[src/rtl/ccal_pkg.sv]
package ccal_pkg;

  localparam int NREG = 8;
  localparam int AW   = $clog2(NREG);

  typedef enum logic [AW-1:0] {
    REG_SEC  = 3'd0,
    REG_MIN  = 3'd1,
    REG_HOUR = 3'd2,
    REG_DOW  = 3'd3,
    REG_DATE = 3'd4,
    REG_MON  = 3'd5,
    REG_YEAR = 3'd6,
    REG_CTRL = 3'd7
  } ccal_reg_e;

  // Next value of a two-digit BCD number, no range limit applied.
  function automatic logic [7:0] bcd_step(input logic [7:0] v);
    if (v[3:0] >= 4'd9) bcd_step = {v[7:4] + 4'd1, 4'd0};
    else                bcd_step = v + 8'd1;
  endfunction

endpackage

[src/rtl/ccal_prescaler.sv]
module ccal_prescaler #(
  parameter int TICKS_PER_SEC = 32768
) (
  input  logic clk,
  input  logic rst_n,
  input  logic tick,
  input  logic clr,
  output logic pulse
);
  localparam int CW = (TICKS_PER_SEC > 2) ? $clog2(TICKS_PER_SEC) : 1;
  localparam logic [CW-1:0] LAST = CW'(TICKS_PER_SEC - 1);

  logic [CW-1:0] cnt;

  assign pulse = tick & ~clr & (cnt == LAST);

  always_ff @(posedge clk or negedge rst_n) begin
    if (!rst_n)          cnt <= '0;
    else if (clr)        cnt <= '0;
    else if (tick) begin
      if (cnt == LAST)   cnt <= '0;
      else               cnt <= cnt + 1'b1;
    end
  end
endmodule

[src/rtl/ccal_bcd_field.sv]
module ccal_bcd_field #(
  parameter int             W   = 7,
  parameter logic [W-1:0]   RST = '0
) (
  input  logic         clk,
  input  logic         rst_n,
  input  logic         inc,
  input  logic         wr,
  input  logic [W-1:0] wdata,
  input  logic [W-1:0] max_v,
  input  logic [W-1:0] min_v,
  output logic [W-1:0] q,
  output logic         wrap
);
  logic [7:0] q_ext;
  logic [7:0] stepped;
  logic       at_max;

  assign q_ext   = 8'(q);
  assign stepped = ccal_pkg::bcd_step(q_ext);
  assign at_max  = (q == max_v);
  assign wrap    = inc & ~wr & at_max;

  always_ff @(posedge clk or negedge rst_n) begin
    if (!rst_n)      q <= RST;
    else if (wr)     q <= wdata;
    else if (inc)    q <= at_max ? min_v : stepped[W-1:0];
  end
endmodule

[src/rtl/ccal_month_len.sv]
module ccal_month_len (
  input  logic [4:0] month,
  input  logic [2:0] year_bits,  // {tens[0], units[1:0]}
  output logic [5:0] last_day
);
  logic leap;

  // 10*t + u mod 4 == (2*t[0] + u[1:0]) mod 4
  always_comb begin
    logic [1:0] r;
    r    = {year_bits[2], 1'b0} + year_bits[1:0];
    leap = (r == 2'd0);
  end

  always_comb begin
    unique case (month)
      5'h02:                      last_day = leap ? 6'h29 : 6'h28;
      5'h04, 5'h06, 5'h09, 5'h11: last_day = 6'h30;
      default:                    last_day = 6'h31;
    endcase
  end
endmodule

[src/rtl/ccal_clock_calendar.sv]
module ccal_clock_calendar #(
  parameter int TICKS_PER_SEC = 32768
) (
  input  logic       clk,
  input  logic       rst_n,
  input  logic       tick_in,
  input  logic       wr_en,
  input  logic [2:0] addr,
  input  logic [7:0] wdata,
  output logic [7:0] rdata
);
  import ccal_pkg::*;

  logic [NREG-1:0] wsel;
  logic            stop_q, cen_en_q, cen_bit_q;
  logic [7:0]      ctrl_q;
  logic            sec_pulse;

  logic [6:0] sec_q, min_q;
  logic [5:0] hr_q, date_q, last_day;
  logic [2:0] dow_q;
  logic [4:0] mon_q;
  logic [7:0] yr_q;
  logic       sec_wrap, min_wrap, hr_wrap, dow_wrap, date_wrap, mon_wrap, yr_wrap;

  always_comb begin
    wsel = '0;
    if (wr_en) wsel[addr] = 1'b1;
  end

  ccal_prescaler #(.TICKS_PER_SEC(TICKS_PER_SEC)) u_pre (
    .clk(clk), .rst_n(rst_n), .tick(tick_in),
    .clr(stop_q | wsel[REG_SEC]), .pulse(sec_pulse)
  );

  ccal_month_len u_mlen (
    .month(mon_q), .year_bits({yr_q[4], yr_q[1:0]}), .last_day(last_day)
  );

  ccal_bcd_field #(.W(7), .RST(7'h00)) u_sec (
    .clk(clk), .rst_n(rst_n), .inc(sec_pulse), .wr(wsel[REG_SEC]),
    .wdata(wdata[6:0]), .max_v(7'h59), .min_v(7'h00), .q(sec_q), .wrap(sec_wrap));

  ccal_bcd_field #(.W(7), .RST(7'h00)) u_min (
    .clk(clk), .rst_n(rst_n), .inc(sec_wrap), .wr(wsel[REG_MIN]),
    .wdata(wdata[6:0]), .max_v(7'h59), .min_v(7'h00), .q(min_q), .wrap(min_wrap));

  ccal_bcd_field #(.W(6), .RST(6'h00)) u_hr (
    .clk(clk), .rst_n(rst_n), .inc(min_wrap), .wr(wsel[REG_HOUR]),
    .wdata(wdata[5:0]), .max_v(6'h23), .min_v(6'h00), .q(hr_q), .wrap(hr_wrap));

  ccal_bcd_field #(.W(3), .RST(3'd1)) u_dow (
    .clk(clk), .rst_n(rst_n), .inc(hr_wrap), .wr(wsel[REG_DOW]),
    .wdata(wdata[2:0]), .max_v(3'd7), .min_v(3'd1), .q(dow_q), .wrap(dow_wrap));

  ccal_bcd_field #(.W(6), .RST(6'h01)) u_date (
    .clk(clk), .rst_n(rst_n), .inc(hr_wrap), .wr(wsel[REG_DATE]),
    .wdata(wdata[5:0]), .max_v(last_day), .min_v(6'h01), .q(date_q), .wrap(date_wrap));

  ccal_bcd_field #(.W(5), .RST(5'h01)) u_mon (
    .clk(clk), .rst_n(rst_n), .inc(date_wrap), .wr(wsel[REG_MON]),
    .wdata(wdata[4:0]), .max_v(5'h12), .min_v(5'h01), .q(mon_q), .wrap(mon_wrap));

  ccal_bcd_field #(.W(8), .RST(8'h00)) u_yr (
    .clk(clk), .rst_n(rst_n), .inc(mon_wrap), .wr(wsel[REG_YEAR]),
    .wdata(wdata), .max_v(8'h99), .min_v(8'h00), .q(yr_q), .wrap(yr_wrap));

  always_ff @(posedge clk or negedge rst_n) begin
    if (!rst_n) begin
      stop_q    <= 1'b0;
      cen_en_q  <= 1'b0;
      cen_bit_q <= 1'b0;
      ctrl_q    <= 8'h00;
    end else begin
      if (wsel[REG_SEC])  stop_q <= wdata[7];
      if (wsel[REG_CTRL]) ctrl_q <= wdata;
      if (wsel[REG_HOUR]) begin
        cen_en_q  <= wdata[7];
        cen_bit_q <= wdata[6];
      end else if (yr_wrap && cen_en_q) begin
        cen_bit_q <= ~cen_bit_q;
      end
    end
  end

  always_comb begin
    unique case (ccal_reg_e'(addr))
      REG_SEC:  rdata = {stop_q, sec_q};
      REG_MIN:  rdata = {1'b0, min_q};
      REG_HOUR: rdata = {cen_en_q, cen_bit_q, hr_q};
      REG_DOW:  rdata = {5'b0, dow_q};
      REG_DATE: rdata = {2'b0, date_q};
      REG_MON:  rdata = {3'b0, mon_q};
      REG_YEAR: rdata = yr_q;
      default:  rdata = ctrl_q;
    endcase
  end
endmodule

[config.mk]
export PLATFORM = sky130hd
export DESIGN_NAME = ccal_clock_calendar
export DESIGN_NICKNAME = d
export VERILOG_FILES = /design/src/rtl/ccal_pkg.sv /design/src/rtl/ccal_prescaler.sv /design/src/rtl/ccal_bcd_field.sv /design/src/rtl/ccal_month_len.sv /design/src/rtl/ccal_clock_calendar.sv
export SDC_FILE = /design/constraint.sdc
export NUM_CORES = 1
export LEC_CHECK = 0
export BUFFER_PORTS_ARGS = -buffer_cell sky130_fd_sc_hd__clkbuf_2
export CAP_MARGIN = 30
export CORE_MARGIN = 2
export CORE_UTILIZATION = 40
export CTS_CLUSTER_DIAMETER = 120
export DETAILED_ROUTE_END_ITERATION = 7
export HOLD_SLACK_MARGIN = 0.03
export RECOVER_POWER = 50
export SLEW_MARGIN = 20
export SYNTH_ARGS = -nofsm -noshare
export SYNTH_HDL_FRONTEND = slang
export SYNTH_SLANG_ARGS = --single-unit
[constraint.sdc]
create_clock -name clk -period 3.25 [get_ports clk]
set_clock_uncertainty 0.05 [all_clocks]
set_input_delay 0.65 -clock clk [delete_from_list [all_inputs] [get_ports clk]]
set_output_delay 0.65 -clock clk [all_outputs]
set_load 0.02 [all_outputs]
==> results.toml, run 1 <==
[clock_tree]
cts_resized = 0
htree_levels = 3
cts.clk_slew.worst_paths_ps = 50
cts-root-buf = "clkbuf_16"
cts_tree = "yes"
worst_skew_pair.late_latency_ps = 340
clockBufferDepth = 2
numClockSinks = 68
cts_hold_buf = 0
postCtsSetupBuffers = 0
cts_buffers = 9

[place]
gp_congestion = 0.925
portBuffers = 22
dp_hpwl_mm = 10.6

[cells_and_area]
drive_above_1_share_pct = 12.0
fillers = 1170
area_growth_pct = 11.2
nNetsFinal = 658
insertedDiodeCount = 0
post-route-util_pct = 45.9

[floorplan]
die_y_um = 116
rows = 40
die-area_um2 = 13400
core_area_um2 = 12100
pin_count = 23
die_w_um = 116
start_util_pct = 41.3

[status]
violations = "capacitance limit"
outcome = "complete, but fails checks"

[timing]
setup_tns_ps = 0
hold_viol = 0
drv_slew = 0
min_period_ps = 2930
hold_slack_ps = 458
worst_slew_pin_slew_ps = 1500
fmax_mhz = 341
rsz0062_at_grt = "no"
finalCritPeriodShare_pct = 90.2
slew-limit-headroom_pct = 0.185
setup_viol = 0

[yosys]
synth_edf_count = 0
synthFlopType = "dfrtp_1"
avgSynthCellArea_um2 = 8.32
ys_seq_area_share_pct = 34.2
synthCells = 599
synth.area.top_cells = "dfrtp_1 (33%), ha_1 (7.5%), nor2_1 (5.4%)"
synth.ff_latch_count = 68
synth.most_common_cell = "nor2_1"
syn_area_um2 = 4980
synth_top_area_share_pct = 32.6
async_reset_ff_share_pct = 100
synth_common_cells = "nor2_1 (72), dfrtp_1 (65), nand2_1 (55)"
post-synth-top-area-cell = "dfrtp_1"
synth_nets = 644
yosysUniqueCellTypes = 66
yosysWarnings = 0

[critical_path]
cp.arrival_ps = 3100
critPathLaunchType = "flip-flop"
cp_slowest_cell = "or4b_1"
required_ps = 3420
ff2ff_setup_slack_ps = 320
path_cells = "inv_1 > ha_1 > nand3_1 > or4b_1 > nor4_2 > nand3_1 > buf_4 > o41ai_1 > a21oi_1"
cpPeakStageDelay_ps = 550
cp_max_fo = 8
r2r-end = "u_yr.q[7]"
startpoint = "u_min.q[1]"
crit_type = "reg -> reg"
crit_top_cell = "nand3_1"
reg2reg_depth = 9
endpoint = "u_yr.q[7]"
cp-end-kind = "flip-flop"
timing.rr.start = "u_min.q[1]"

[power]
max-vdd-ir-drop_mv = 0.248
pwr_density_cell_nw_per_um2 = 512
p_leak_nw = 2.31

[route]
drt-total-wl_mm = 14.8
post_drt_wl_per_cell_um = 18.9
drt_iter0_drc = 381
drc_errors = 0
dr.pass1.iters = 5
dr_total_vias = 4667
detail-route-antenna-nets = 0
viasPerCell = 5.95

[worst_hold_path]
hold_path.class = "reg -> reg"

[flow_run]
max-cap-violations = 1

[global_routing]
grt_max_degree = 69
grt_antenna_before_repair = 0
first_global_vias = 4445
overflow = 0
grt_pass1_wl_mm = 23.8
grt_usage_pct = 23.3
-- metal layers --
metal	wire [um]	global-route usage, %
met5	0	0
met1	6490	30.9
met3	1050	5.86
met2	6880	36.6
met4	420	9.16
-- through the flow --
step	power [mW]	worst slack [ps]	cells	cell area, um2
CTS	2.85	347	784	5540
global placement	1.90	257	769	5270
floorplan	1.67	464	599	4980
finish	2.84	317	785	5540
detailed placement	1.93	251	769	5270
global route	3.00	77.7	785	5540
-- cell families after synthesis --
group,synth area share (%)
AO/OA/AOI/OAI,19.4
XOR/XNOR,1.23
adder cells (fa/ha/maj),7.53
buffers and inverters,5.00
flip-flops,34.2
multiplexers,5.98
AND/OR/NAND/NOR,26.6
-- registers in the layout, summed over array words and instances, names as in the netlist --
name	count
u_hr.q	6
u_dow.q	3
u_date.q	6
stop_q	1
u_min.q	7
cen_en_q	1
u_yr.q	8
u_sec.q	7
u_pre.cnt	15
cen_bit_q	1
u_mon.q	5
ctrl_q	8
-- critical path, delay by kind of cell (launching register included) --
kind	cells	cell delay, ps
AO/OA/AOI/OAI	2	410
buffers and inverters	2	370
adder cells (fa/ha/maj)	1	200
flip-flops	1	440
AND/OR/NAND/NOR	4	1310
-- cells in the final DEF, fill, tap and decap left out, types with 12 or more instances in the layout --
cell type / instances
nor2b_1: 12
a31oi_1: 28
o21ai_0: 39
nand2_1: 55
a21oi_1: 30
mux2_2: 12
nor3_1: 16
ha_1: 30
nand4_1: 13
nand3_1: 21
nor2_1: 72
buf_4: 13
o31ai_1: 18
dfrtp_1: 65
clkbuf_2: 21
inv_1: 29
and3_1: 12
mux2i_1: 14
-- where the power goes --
group	switching, mW	internal [mW]	total, mW
Clock	0.360	0.551	0.911
Sequential	0.212	0.989	1.20
Combinational	0.419	0.304	0.723
Total	0.991	1.84	2.84
-- worst min path at each step --
stage | from | end | depth (start not counted)
global route | ctrl_q[7] | ctrl_q[7] | 1
floorplan | rst_n | cen_bit_q | 0
CTS | ctrl_q[7] | ctrl_q[7] | 1
global placement | u_pre.cnt[1] | u_pre.cnt[1] | 2
finish | ctrl_q[5] | ctrl_q[5] | 1
detailed placement | ctrl_q[7] | ctrl_q[7] | 1
-- area by class of cell --
type	count	area, um2	area share, %
clock inverters	2	10.0	0.181
clock buffers	13	260	4.70
inverters	29	109	1.97
multi-input cells	468	3030	54.7
well taps	168	210	3.80
repair buffers	37	215	3.89
flip-flops and latches	68	1710	30.8
Power figures use the tool's default switching activity.
==> run 2, diff against run 1 <==
--- a/config.mk
+++ b/config.mk
@@ -9,8 +9,10 @@
 export CAP_MARGIN = 30
 export CORE_MARGIN = 2
 export CORE_UTILIZATION = 40
+export CTS_BUF_LIST = sky130_fd_sc_hd__clkbuf_2 sky130_fd_sc_hd__clkbuf_4 sky130_fd_sc_hd__clkbuf_8
 export CTS_CLUSTER_DIAMETER = 120
 export DETAILED_ROUTE_END_ITERATION = 7
+export GPL_TIMING_DRIVEN = 0
 export HOLD_SLACK_MARGIN = 0.03
 export RECOVER_POWER = 50
 export SLEW_MARGIN = 20
==> constraint.sdc (replaced) <==
create_clock -name clk -period 3.25 [get_ports clk]
set_clock_uncertainty 0.05 [all_clocks]
set_input_delay 0.325 -clock clk [delete_from_list [all_inputs] [get_ports clk]]
set_output_delay 0.325 -clock clk [all_outputs]
set_load 0.02 [all_outputs]
==> run 2 against run 1 <==
  * The run now ends clean
  * Critical path type unchanged
  * Cell area is the same
  * Global-route usage grew 0.36 points
  * Count of clock-buffer cells in the layout shrank 3
  * Sequential cell count is the same
  * First-iteration DRC count grew 29%
  * Setup slack lost 24 ps
  * Sequential share of layout area is the same
  * Die area is the same
  * Largest power group unchanged
==> results.toml, run 2 (synthesis results as in run 1) <==
[clock_tree]
htree_levels = 3
cts.clk_slew.worst_paths_ps = 90
postCtsSetupBuffers = 0
numClockSinks = 68
cts-root-buf = "clkbuf_8"
worst_skew_pair.late_latency_ps = 370
clockBufferDepth = 2
cts_buffers = 9
cts_tree = "yes"

[critical_path]
reg2reg_depth = 9
critPathLaunchType = "flip-flop"
cp-end-kind = "flip-flop"
required_ps = 3460
crit_type = "reg -> reg"
cp_max_fo = 10
cpPeakStageDelay_ps = 600
path_cells = "inv_1 > ha_1 > nor4b_2 > mux2i_1 > nor3_1 > mux2_2 > clkbuf_1 > a31oi_1 > nand3b_1"
cp_slowest_cell = "dfstp_2"
cp.arrival_ps = 3170

[cells_and_area]
multi_input_area_um2 = 3050
area_growth_pct = 11.2
mostFrequentLayoutCells = "nor2_1 (72), dfrtp_1 (65), nand2_1 (55)"
post-route-util_pct = 45.9
final_common_cell = "nor2_1"
drive_above_1_share_pct = 10.7
insertedDiodeCount = 0
nNetsFinal = 674
fillers = 1194
largestRegisters = "u_pre.cnt (15), ctrl_q (8), u_yr.q (8)"
largest_reg_flops = 15
register_area_um2 = 1710
top_register = "u_pre.cnt"

[global_routing]
overflow = 0
grt_antenna_before_repair = 0
grt_usage_pct = 23.7
grt_max_degree = 45
first_global_vias = 4512
grt_pass1_wl_mm = 24.2

[route]
drt_iter0_drc = 493
detail-route-antenna-nets = 0
dr_total_vias = 4811
drt-total-wl_mm = 15.1
dr.pass1.iters = 5
viasPerCell = 6.00
post_drt_wl_per_cell_um = 18.8
drc_errors = 0

[power]
max-vdd-ir-drop_mv = 0.196
pwr_density_cell_nw_per_um2 = 497
p_leak_nw = 2.28
finalPower_mw = 2.75

[timing]
drv_slew = 0
hold_viol = 0
rsz0062_at_grt = "no"
setup_tns_ps = 0
fmax_mhz = 338
setup_viol = 0
min_period_ps = 2960
finalCritPeriodShare_pct = 91.0
slew-limit-headroom_pct = 4.45
worst_slew_pin_slew_ps = 1430

[floorplan]
die_w_um = 116
core_area_um2 = 12100
die_y_um = 116
pin_count = 23
die-area_um2 = 13400
start_util_pct = 41.3
rows = 40

[place]
portBuffers = 17
gp_congestion = 0.878
dp_hpwl_mm = 11.0

[status]
outcome = "complete, no violations"

[worst_hold_path]
hold_path.class = "in -> reg"
whs_path_depth = 3

[flow_run]
max-cap-violations = 0
## run 2: layout make-up
type / count / share of cell area [%]
multi-input cells: 468 / 55.1
repair buffers: 19 / 1.78
plain buffers: 34 / 2.53
clock inverters: 6 / 1.58
flip-flops and latches: 68 / 30.8
inverters: 29 / 1.97
well taps: 168 / 3.80
clock buffers: 10 / 2.49
## run 2: worst max-delay path: cells and delay by family (launching register included)
family,cells,cell delay [ps]
AO/OA/AOI/OAI,1,150
adder cells (fa/ha/maj),1,250
buffers and inverters,2,570
flip-flops,1,600
multiplexers,2,510
AND/OR/NAND/NOR,3,730
## run 2: repair_timing
action                                 in CTS  in global routing
setup endpoints to repair                   0                 13
endpoints found under the hold margin      21                  0
gates resized for setup                     0                  7
hold buffers                                1                  0
## run 2: final timing paths
path                           endpoint    startpoint  slack (ps)
min in group asynchronous   u_date.q[5]         rst_n         770
max in group asynchronous     u_yr.q[6]         rst_n         570
hold reg to reg            u_pre.cnt[7]  u_pre.cnt[7]         450
setup / recovery              cen_bit_q    u_mon.q[0]         290
hold / removal                   stop_q      wdata[7]         220
setup reg to reg              cen_bit_q    u_mon.q[0]         290
## run 2: routing by layer
| metal | vias to the layer above | track usage [%] | routed length [um] |
|---|---|---|---|
| li1 | 2252 | - | - |
| met1 | 2345 | 32.3 | 7020 |
| met2 | 189 | 37.3 | 6800 |
| met3 | 25 | 5.81 | 944 |
| met4 | 0 | 6.83 | 321 |
| met5 | - | 0 | 0 |
## run 2: where the power goes
part	internal (mW)	switching, mW
sequential	0.987	0.189
combinational	0.309	0.451
clock	0.451	0.364
## run 2: per-stage QoR
stage / cells / hold slack [ps] / instance area (um2) / worst slack (ps)
final: 802 / 218 / 5540 / 293
after global routing: 802 / 204 / 5540 / 48.5
after CTS: 802 / 196 / 5540 / 34.0
after detailed placement: 785 / 261 / 5310 / 72.0
after global placement: 784 / 435 / 5280 / 124
after floorplan: 599 / -20.6 / 4980 / 846
